===== config.mk =====
export PLATFORM = sky130hd
export DESIGN_NAME = nor_id_probe
export DESIGN_NICKNAME = d
export VERILOG_FILES = /design/src/rtl/nor_probe_pkg.sv /design/src/rtl/nor_bus_strobe.sv /design/src/rtl/nor_id_classify.sv /design/src/rtl/nor_sector_map.sv /design/src/rtl/nor_id_probe.sv
export SDC_FILE = /design/constraint.sdc
export NUM_CORES = 1
export LEC_CHECK = 0
export ABC_AREA = 0
export BUFFER_PORTS_ARGS = -buffer_cell sky130_fd_sc_hd__buf_2
export CELL_PAD_IN_SITES_DETAIL_PLACEMENT = 1
export CELL_PAD_IN_SITES_GLOBAL_PLACEMENT = 2
export CORE_UTILIZATION = 26
export DETAILED_ROUTE_END_ITERATION = 10
export HOLD_SLACK_MARGIN = 0.12
export PLACE_DENSITY_LB_ADDON = 0.1
export SLEW_MARGIN = 10
export SYNTH_ARGS = -nofsm -noshare
export SYNTH_HDL_FRONTEND = slang
export SYNTH_SLANG_ARGS = --single-unit

===== constraint.sdc =====
create_clock -name clk_i -period 2.7 [get_ports clk_i]
set_input_delay 0.54 -clock clk_i [delete_from_list [all_inputs] [get_ports clk_i]]
set_output_delay 0.54 -clock clk_i [all_outputs]
set_load 0.01 [all_outputs]

===== src/rtl/nor_probe_pkg.sv =====
package nor_probe_pkg;

  typedef enum logic [1:0] {
    CMDSET_NONE   = 2'd0,
    CMDSET_UNLOCK = 2'd1,
    CMDSET_STATUS = 2'd2
  } cmdset_e;

  localparam logic [7:0] MFR_UNLOCK   = 8'h01;
  localparam logic [7:0] MFR_STATUS   = 8'h89;
  localparam logic [7:0] CMD_KEY_A    = 8'hAA;
  localparam logic [7:0] CMD_KEY_B    = 8'h55;
  localparam logic [7:0] CMD_AUTOSEL  = 8'h90;
  localparam logic [7:0] CMD_EXIT_UNL = 8'hF0;
  localparam logic [7:0] CMD_EXIT_STS = 8'hFF;
  localparam int unsigned KEY_ADDR_A  = 'h555;
  localparam int unsigned KEY_ADDR_B  = 'h2AA;

  typedef struct packed {
    logic       known;
    logic [3:0] idx;
    logic [7:0] sectors;
    logic [3:0] mbytes;  // MiB on a 16-bit bus
    logic       boot;
  } geom_t;

  function automatic geom_t lookup_dev(input logic [15:0] code);
    geom_t g;
    g = '0;
    case (code)
      16'h22D7: g = '{1'b1, 4'd1, 8'd128, 4'd8, 1'b0};
      16'h88C1: g = '{1'b1, 4'd2, 8'd23,  4'd1, 1'b1};
      16'h8893: g = '{1'b1, 4'd3, 8'd23,  4'd1, 1'b1};
      16'h88C3: g = '{1'b1, 4'd4, 8'd39,  4'd2, 1'b1};
      16'h8891: g = '{1'b1, 4'd5, 8'd39,  4'd2, 1'b1};
      16'h88C5: g = '{1'b1, 4'd6, 8'd71,  4'd4, 1'b1};
      16'h8897: g = '{1'b1, 4'd7, 8'd71,  4'd4, 1'b1};
      16'h88CD: g = '{1'b1, 4'd8, 8'd135, 4'd8, 1'b1};
      16'h8899: g = '{1'b1, 4'd9, 8'd135, 4'd8, 1'b1};
      default:  g = '0;
    endcase
    return g;
  endfunction

endpackage


===== src/rtl/nor_bus_strobe.sv =====
module nor_bus_strobe #(
  parameter int ADDR_W     = 22,
  parameter int DATA_W     = 16,
  parameter int STROBE_CYC = 3
) (
  input  logic              clk_i,
  input  logic              rst_ni,
  input  logic              req_i,
  input  logic              wr_i,
  input  logic [ADDR_W-1:0] addr_i,
  input  logic [DATA_W-1:0] wdata_i,
  output logic              ack_o,
  output logic [DATA_W-1:0] rdata_o,
  output logic [ADDR_W-1:0] fl_addr_o,
  output logic [DATA_W-1:0] fl_wdata_o,
  input  logic [DATA_W-1:0] fl_rdata_i,
  output logic              fl_ce_no,
  output logic              fl_we_no,
  output logic              fl_oe_no
);
  localparam int CNT_W = $clog2(STROBE_CYC + 1);

  typedef enum logic [1:0] {ST_IDLE, ST_ACT, ST_REC} st_e;
  st_e              st_q;
  logic [CNT_W-1:0] cnt_q;
  logic             wr_q;

  always_ff @(posedge clk_i or negedge rst_ni) begin
    if (!rst_ni) begin
      st_q       <= ST_IDLE;
      cnt_q      <= '0;
      wr_q       <= 1'b0;
      fl_addr_o  <= '0;
      fl_wdata_o <= '0;
      rdata_o    <= '0;
    end else begin
      case (st_q)
        ST_IDLE: if (req_i) begin
          st_q       <= ST_ACT;
          cnt_q      <= '0;
          wr_q       <= wr_i;
          fl_addr_o  <= addr_i;
          fl_wdata_o <= wr_i ? wdata_i : '0;
        end
        ST_ACT: begin
          if (cnt_q == CNT_W'(STROBE_CYC - 1)) begin
            st_q <= ST_REC;
            if (!wr_q) rdata_o <= fl_rdata_i;
          end else begin
            cnt_q <= cnt_q + 1'b1;
          end
        end
        ST_REC:  st_q <= ST_IDLE;
        default: st_q <= ST_IDLE;
      endcase
    end
  end

  assign fl_ce_no = (st_q != ST_ACT);
  assign fl_we_no = !((st_q == ST_ACT) && wr_q);
  assign fl_oe_no = !((st_q == ST_ACT) && !wr_q);
  assign ack_o    = (st_q == ST_REC);

endmodule


===== src/rtl/nor_id_classify.sv =====
module nor_id_classify
  import nor_probe_pkg::*;
#(
  parameter int DATA_W = 16
) (
  input  logic [DATA_W-1:0] word_i,
  output cmdset_e           cmdset_o,
  output geom_t             geom_o
);
  localparam int LANES = DATA_W / 16;

  logic [LANES-1:0] lane_eq;

  // device code must repeat in every 16-bit half of the bus word
  for (genvar l = 0; l < LANES; l++) begin : g_lane
    assign lane_eq[l] = (word_i[l*16 +: 16] == word_i[15:0]);
  end

  always_comb begin
    case (word_i[7:0])
      MFR_UNLOCK: cmdset_o = CMDSET_UNLOCK;
      MFR_STATUS: cmdset_o = CMDSET_STATUS;
      default:    cmdset_o = CMDSET_NONE;
    endcase
    geom_o = (&lane_eq) ? lookup_dev(word_i[15:0]) : '0;
  end

endmodule


===== src/rtl/nor_sector_map.sv =====
module nor_sector_map #(
  parameter int              DATA_W    = 16,
  parameter int              OFS_W     = 32,
  parameter logic [OFS_W-1:0] BASE_ADDR = '0
) (
  input  logic             valid_i,
  input  logic             boot_i,
  input  logic [7:0]       sectors_i,
  input  logic [7:0]       sel_i,
  output logic [OFS_W-1:0] ofs_o
);
  localparam int              SCALE  = DATA_W / 16;
  localparam int              BOOT_N = 8;
  localparam logic [OFS_W-1:0] BOOT_B = OFS_W'(32'h2000 * SCALE);
  localparam logic [OFS_W-1:0] MAIN_B = OFS_W'(32'h10000 * SCALE);

  always_comb begin
    ofs_o = '0;
    if (valid_i && (sel_i < sectors_i)) begin
      if (boot_i && (sel_i < 8'(BOOT_N)))
        ofs_o = BASE_ADDR + OFS_W'(sel_i) * BOOT_B;
      else if (boot_i)
        ofs_o = BASE_ADDR + OFS_W'(sel_i - 8'(BOOT_N - 1)) * MAIN_B;
      else
        ofs_o = BASE_ADDR + OFS_W'(sel_i) * MAIN_B;
    end
  end

endmodule


===== src/rtl/nor_id_probe.sv =====
module nor_id_probe
  import nor_probe_pkg::*;
#(
  parameter int              DATA_W     = 16,
  parameter int              ADDR_W     = 22,
  parameter int              STROBE_CYC = 3,
  parameter int              SETTLE_CYC = 12500,
  parameter int              OFS_W      = 32,
  parameter logic [OFS_W-1:0] BASE_ADDR  = '0
) (
  input  logic              clk_i,
  input  logic              rst_ni,
  input  logic              start_i,
  output logic              busy_o,
  output logic              done_o,
  output logic              unknown_o,
  output logic [1:0]        cmdset_o,
  output logic [3:0]        dev_idx_o,
  output logic [7:0]        sect_cnt_o,
  output logic [OFS_W-1:0]  size_o,
  input  logic [7:0]        sect_sel_i,
  output logic [OFS_W-1:0]  sect_ofs_o,
  output logic [ADDR_W-1:0] fl_addr_o,
  output logic [DATA_W-1:0] fl_wdata_o,
  input  logic [DATA_W-1:0] fl_rdata_i,
  output logic              fl_ce_no,
  output logic              fl_we_no,
  output logic              fl_oe_no
);
  localparam int BL       = DATA_W / 8;
  localparam int SCALE_SH = $clog2(DATA_W / 16);
  localparam int SET_W    = $clog2(SETTLE_CYC + 1);

  typedef enum logic [2:0] {P_IDLE, P_KEY1, P_KEY2, P_AUTO, P_SETTLE, P_MFR, P_DEV, P_EXIT} ph_e;

  ph_e               ph_q;
  logic [SET_W-1:0]  set_q;
  cmdset_e           cs_q;
  geom_t             geom_q;
  logic              done_q, unk_q;

  logic              op_req, op_wr, op_ack;
  logic [ADDR_W-1:0] op_addr;
  logic [DATA_W-1:0] op_wdata, op_rdata;
  cmdset_e           cls_cs;
  geom_t             cls_geom;

  always_comb begin
    op_req   = 1'b1;
    op_wr    = 1'b1;
    op_addr  = '0;
    op_wdata = '0;
    case (ph_q)
      P_KEY1: begin op_addr = ADDR_W'(KEY_ADDR_A); op_wdata = {BL{CMD_KEY_A}};   end
      P_KEY2: begin op_addr = ADDR_W'(KEY_ADDR_B); op_wdata = {BL{CMD_KEY_B}};   end
      P_AUTO: begin op_addr = ADDR_W'(KEY_ADDR_A); op_wdata = {BL{CMD_AUTOSEL}}; end
      P_MFR:  op_wr = 1'b0;
      P_DEV:  begin op_wr = 1'b0; op_addr = ADDR_W'(1); end
      P_EXIT: op_wdata = (cs_q == CMDSET_STATUS) ? {BL{CMD_EXIT_STS}} : {BL{CMD_EXIT_UNL}};
      default: begin op_req = 1'b0; op_wr = 1'b0; end
    endcase
  end

  always_ff @(posedge clk_i or negedge rst_ni) begin
    if (!rst_ni) begin
      ph_q   <= P_IDLE;
      set_q  <= '0;
      cs_q   <= CMDSET_NONE;
      geom_q <= '0;
      done_q <= 1'b0;
      unk_q  <= 1'b0;
    end else begin
      case (ph_q)
        P_IDLE: if (start_i) begin
          ph_q   <= P_KEY1;
          done_q <= 1'b0;
          unk_q  <= 1'b0;
          cs_q   <= CMDSET_NONE;
          geom_q <= '0;
        end
        P_KEY1: if (op_ack) ph_q <= P_KEY2;
        P_KEY2: if (op_ack) ph_q <= P_AUTO;
        P_AUTO: if (op_ack) begin ph_q <= P_SETTLE; set_q <= '0; end
        P_SETTLE: begin
          if (set_q == SET_W'(SETTLE_CYC - 1)) ph_q <= P_MFR;
          else set_q <= set_q + 1'b1;
        end
        P_MFR: if (op_ack) begin
          if (cls_cs == CMDSET_NONE) begin
            ph_q <= P_IDLE; done_q <= 1'b1; unk_q <= 1'b1;
          end else begin
            cs_q <= cls_cs; ph_q <= P_DEV;
          end
        end
        P_DEV: if (op_ack) begin
          if (!cls_geom.known) begin
            ph_q <= P_IDLE; done_q <= 1'b1; unk_q <= 1'b1; cs_q <= CMDSET_NONE;
          end else begin
            geom_q <= cls_geom; ph_q <= P_EXIT;
          end
        end
        P_EXIT: if (op_ack) begin ph_q <= P_IDLE; done_q <= 1'b1; end
        default: ph_q <= P_IDLE;
      endcase
    end
  end

  nor_bus_strobe #(.ADDR_W(ADDR_W), .DATA_W(DATA_W), .STROBE_CYC(STROBE_CYC)) u_strobe (
    .clk_i(clk_i), .rst_ni(rst_ni),
    .req_i(op_req), .wr_i(op_wr), .addr_i(op_addr), .wdata_i(op_wdata),
    .ack_o(op_ack), .rdata_o(op_rdata),
    .fl_addr_o(fl_addr_o), .fl_wdata_o(fl_wdata_o), .fl_rdata_i(fl_rdata_i),
    .fl_ce_no(fl_ce_no), .fl_we_no(fl_we_no), .fl_oe_no(fl_oe_no)
  );

  nor_id_classify #(.DATA_W(DATA_W)) u_classify (
    .word_i(op_rdata), .cmdset_o(cls_cs), .geom_o(cls_geom)
  );

  nor_sector_map #(.DATA_W(DATA_W), .OFS_W(OFS_W), .BASE_ADDR(BASE_ADDR)) u_map (
    .valid_i(geom_q.known), .boot_i(geom_q.boot), .sectors_i(geom_q.sectors),
    .sel_i(sect_sel_i), .ofs_o(sect_ofs_o)
  );

  assign busy_o     = (ph_q != P_IDLE);
  assign done_o     = done_q;
  assign unknown_o  = unk_q;
  assign cmdset_o   = cs_q;
  assign dev_idx_o  = geom_q.idx;
  assign sect_cnt_o = geom_q.sectors;
  assign size_o     = OFS_W'(geom_q.mbytes) << (20 + SCALE_SH);

endmodule


## Word level (Yosys, flattened, before mapping)

Index checks and enable logic that the tools add are counted.

| word-level totals | value |
|---|---|
| memories kept | 0 |
| ROM bits | 0 |
| bits in registers | 98 |
| input port bits | 27 |
| logic and storage cells | 140 |
| memory bits (writable) | 0 |
| latch bits | 0 |

| cells by class | value |
|---|---|
| bitwise gates (word level) | 1 |
| $mul | 0 |
| equal/unequal tests | 40 |
| reductions and logical operators | 29 |
| $lt $le $gt $ge | 2 |
| muxes and demuxes | 49 |
| divide/modulo/power cells | 0 |
| shifts and indexed selects | 0 |
| $add $sub $neg | 3 |

Operators by type and width:

| operator | count |
|---|---|
| 18-bit one-hot mux with 9 select lines | 1 |
| 16-bit equality test, second input constant | 8 |
| 32-bit two-way mux | 3 |
| 16-bit one-hot mux with 4 select lines | 1 |
| 18-bit two-way mux | 3 |
| 18-bit one-hot mux with 2 select lines | 1 |
| 11-bit one-hot mux with 3 select lines | 1 |
| 3-bit two-way mux | 10 |
| 2-bit inequality test, second input constant | 15 |
| 14-bit two-way mux | 2 |
| 14-bit one-hot mux with 2 select lines | 1 |
| 3-bit one-hot mux with 8 select lines | 1 |
| 2-bit two-way mux | 9 |
| 16-bit by 14-bit equality test with 1-bit output, second input constant | 1 |
| 16-bit two-way mux | 1 |
| 14-bit by 1-bit adder with 14-bit output, second input constant | 1 |
| 14-bit equality test, second input constant | 1 |
| 3-bit equality test, second input constant | 4 |
| 12-bit two-way mux | 1 |
| 2-bit one-hot mux with 2 select lines | 3 |
| 6-bit AND reduction | 2 |
| 3-bit AND reduction | 3 |
| 8-bit by 3-bit subtractor with 9-bit output, second input constant | 1 |
| 8-bit by 1-bit equality test with 1-bit output, second input constant | 1 |
| other kinds (28) | 49 |

## Depth between registers and ports, before layout

| logic depth | value |
|---|---|
| word-level depth | 6 |
| depth in mapped cells | 10 |

## Cells and area by module

A second synthesis with hierarchy kept.

| unflattened totals | value |
|---|---|
| cell total of the unflattened synthesis | 577 |
| area, all modules | 5766.8 um2 |

By module, submodules not included:

| module | sequential area each (um2) | area an instance (um2) | instances | cells each |
|---|---|---|---|---|
| nor_bus_strobe | 1476.4 | 2447.3 | 1 | 175 |
| nor_id_probe | 975.9 | 2347.3 | 1 | 271 |
| nor_sector_map | 0.0 | 581.8 | 1 | 80 |
| nor_id_classify | 0.0 | 390.4 | 1 | 51 |

## Worst setup path before layout

OpenSTA, ideal clock, no wires.

| timing | value |
|---|---|
| path type | register -> output |
| start | register geom_q (netlist bit sect_cnt_o[2]) |
| end | output sect_ofs_o[17] |
| slack | -0.123 ns |
| buffers on the path | 2 |
| arrival | 2.283 ns |
| data required time | 2.160 ns |
| cell stages (with the launch flop) | 11 |
| path through | dfrtp_1 clkbuf_1 inv_1 ha_1 nor2b_1 o21a_1 o31ai_1 a21oi_1 or3b_1 clkbuf_1 nor2_1 |

| between the ends | value |
|---|---|
| cells in the longest elaborated chain, start to end | 3 |

Ends and longest elaborated chain:

| item | line | text |
|---|---|---|
| start, declared | nor_id_probe.sv:39 | `geom_t geom_q;` |
| start signal, assigned | nor_id_probe.sv:69 | `geom_q <= '0;` |
| start signal, assigned | nor_id_probe.sv:79 | `geom_q <= '0;` |
| start signal, assigned | nor_id_probe.sv:99 | `geom_q <= cls_geom; ph_q <= P_EXIT;` |
| 8-bit less-than comparator | nor_sector_map.sv:19 | `if (valid_i && (sel_i < sectors_i)) begin` |
| 1-bit logical AND | nor_sector_map.sv:19 |  |
| 32-bit two-way mux | nor_sector_map.sv:19 |  |
| end, declared | nor_id_probe.sv:22 | `output logic [OFS_W-1:0] sect_ofs_o,` |

Every way passes these cells.

## Worst setup path after layout

| timing | value |
|---|---|
| start | register geom_q (netlist bit sect_cnt_o[2]) |
| end | output sect_ofs_o[21] |

Same word-level chain as after synthesis.

==> metrics <==
Residual DRC 0; # fillers 1844; FFs w/ async S/R, synth 1.000; DIE HEIGHT ~130 um; worst-path fanout max 8; Total GRT Usage 0.1335; leading area contributor after synthesis dfrtp_1; post-route insts no fill 733; Final ANT Viol Nets 0; Rel. slew slack 0.5680; routed vias approximately 3200; syn avg cell area 9.291 um2; Routed wire per std cell around 14 um; crit path DAT ~2.3 ns; clk_lat worst skew about 0.34 ns; count leader, synth buf_4; critical path endpoint category primary output; leakage power approximately 2.4 nW; Cell Pwr Density around 900 mW/mm2; Pre-Repair DR Iteration Count 4; H-tree lvl count 3; Buffers on Ports a little under 90; RSZ-0062 raised after global routing yes; DRT iter0 DRCs a little under 80; Root Driver clkbuf_16; area delta synth->final 17.11%; core box area ~0.015 mm2; Post-synth EDFFs 0; CTS tree yes; Hold Buf Count CTS 0; kind of critical path flop to primary output; Clk pin slew, worst setup/hold paths 0.05 ns; CP bufs+invs 3; Placed Cells roughly 720; site row count 45; layout cell share with drive strength beyond 1 0.2989; dpl hpwl around 8 mm; Starting Density 0.2684; Hold Vio Cnt, Final 0; IO Count 149; critical path's top delay family simple AND/OR/NAND/NOR gates; max cap viols 0; grt ovf 0; worst-path cell chain inv_2 > ha_4 > nor2b_4 > o21a_1 > o31ai_1 > a21oi_1 > or3b_1 > buf_6 > nor2_4 > buf_6; synthesized area between 0.004 and 0.005 mm2; Via density between 4 and 5; top-area cell type share of the netlist area 0.3700; failing checks setup timing; CP startpoint kind flop; fin crit share 1.064; Area contributors post-synth dfrtp_1 (37%), buf_4 (16%), nor2_1 (3.5%); flops & latches, synth 61; routability cong. around 0.75; Yosys warnings 0; Die X between 100 and 150 um; Power Total 4.306 mW; Syn Inst Count about 440; worst hold path class primary input to async pin; setup TNS -1.617 ns; Layout Skew about 0.011 ns; Max Slew Vio Count 0; Commonest cells post-synth buf_4 (86), dfrtp_1 (61), nor2_1 (38); Worst path max stage delay approximately 0.4 ns; Ant. Diodes 0; Design Area, Final 0.004831 mm2; distinct cell type count after synthesis 65; Required @ worst endpoint between 2 and 2.5 ns; ys flop type dfrtp_1; Placed Area 0.004463 mm2; Multi-input gate area 0.002078 mm2; largest net degree at the start of global routing 40; # setup viols final 11; number of global-route vias before repair between 3000 and 4000; Slowest-stage cell, CP dfrtp_1; full die area between 0.015 and 0.02 mm2; first-pass GRT wire length approximately 17 mm; final WL 10.32 mm; CP most frequent cell buf_6; Clock Tree Buf Depth 2; Peak Freq roughly 0.35 GHz; Layout Nets ~550; minimum clock period between 2 and 3 ns; actual slew at the worst max-slew pin roughly 0.64 ns; Setup WS post-layout -0.1730 ns; storage element area about 0.0015 mm2; initial antenna violation count 0; Max VDD drop approximately 0.36 mV; status finished, violations left; CTS buffer count 9; Clock Sinks between 60 and 70; Seq/Total Area, Yosys 0.3700
layer usage:
layer,GRT usage,wire length (um),vias to the layer above
li1,-,-,1528
met1,0.1733,4910,1525
met2,0.2126,4701,102
met3,0.03881,570,10
met4,0.04360,137,0
met5,0,0,-
cells in the final DEF, fill, tap and decap left out, types with 5 or more instances in the layout:
cell type / Yosys / routed
nor2_1: 38 / 30
xnor2_1: 5 / 5
buf_2: 5 / 86
mux2_2: 9 / 9
o21ai_0: 18 / 18
o2bb2ai_1: 5 / 5
nor2_2: 0 / 7
buf_4: 86 / 13
a21oi_1: 14 / 14
clkbuf_16: 0 / 9
xor2_1: 15 / 15
nand3_1: 17 / 17
nor3_1: 7 / 7
dfrtp_1: 61 / 61
ha_1: 10 / 8
inv_1: 17 / 16
and3_1: 7 / 7
mux2_1: 7 / 7
conb_1: 1 / 61
nand2_1: 33 / 33
a22o_1: 6 / 6
timing repair:
item,4_1_cts,5_1_grt
endpoints found under the setup margin,11,11
buffers inserted,1,0
resized for setup,3,6
pin swaps,10,3
per-stage QoR:
step / worst slack (ns) / hold slack, ns / util
6_report: -0.1730 / 0.1974 / 0.3143
5_1_grt: -0.3069 / 0.2428 / 0.3143
4_1_cts: -0.2252 / 0.2091 / 0.3123
3_5_place_dp: -0.1782 / 0.4746 / 0.2904
3_3_place_gp: -0.1033 / 0.4644 / 0.2904
2_1_floorplan: 0.01547 / 0.2444 / -
sequential cells by signal, summed over array words and instances, names as in the netlist, 2 cells and up:
register / count
sect_cnt_o: 2
u_strobe.st_q: 2
ph_q: 3
u_strobe.fl_wdata_o: 6
u_strobe.cnt_q: 2
set_q: 14
dev_idx_o: 4
cmdset_o: 2
u_strobe.fl_addr_o: 3
size_o: 3
u_strobe.rdata_o: 16
path summary, 6_finish.rpt:
path | from | endpoint | slack (ns) | cells past startpoint
max | sect_cnt_o[2] | sect_ofs_o[21] | -0.17 | 10
min | rst_ni | u_strobe.rdata_o[12] | 0.20 | 1
max reg2reg | u_strobe.rdata_o[8] | dev_idx_o[2] | 0.61 | 5
min reg2reg | geom_q[17] | geom_q[17] | 0.48 | 2
max in group asynchronous | rst_ni | u_strobe.fl_wdata_o[13] | 1.89 | 2
min in group clk_i | fl_rdata_i[2] | u_strobe.rdata_o[2] | 0.42 | 3
report_power, final:
group	leakage [nW]	switching (mW)	internal, mW	total, mW
logic	1.45	0.977	0.660	1.64
registers	0.799	0.283	1.17	1.45
clock network	0.152	0.427	0.788	1.22
total	2.40	1.69	2.62	4.31
area by class of cell:
| class | instances | area share |
|---|---|---|
| Clock inverter | 3 | 0.008806 |
| Timing Repair Buffer | 103 | 0.1204 |
| Clock buffer | 13 | 0.05594 |
| Tap cell | 211 | 0.05465 |
| Sequential cell | 61 | 0.3160 |
| Inverter | 18 | 0.01399 |
| Multi-Input combinational cell | 324 | 0.4302 |
cells by family after synthesis:
logic type / share of synthesized area
AOI/OAI and AO/OA: 0.1307
xor gates and xnor gates: 0.04246
adders and majority gates: 0.03033
buffers and inverters: 0.1938
DFF: 0.3700
muxes: 0.05096
other: 0.0009090
and+or+nand+nor: 0.1808
worst register-to-register path, stage by stage, from the launching register on:
cell,delay (ns)
dfrtp_1,0.37
nor4_1,0.46
and4b_1,0.44
nand3_1,0.24
nor3_1,0.32
a22o_1,0.19
No activity file was read; power rests on OpenSTA's default activity.
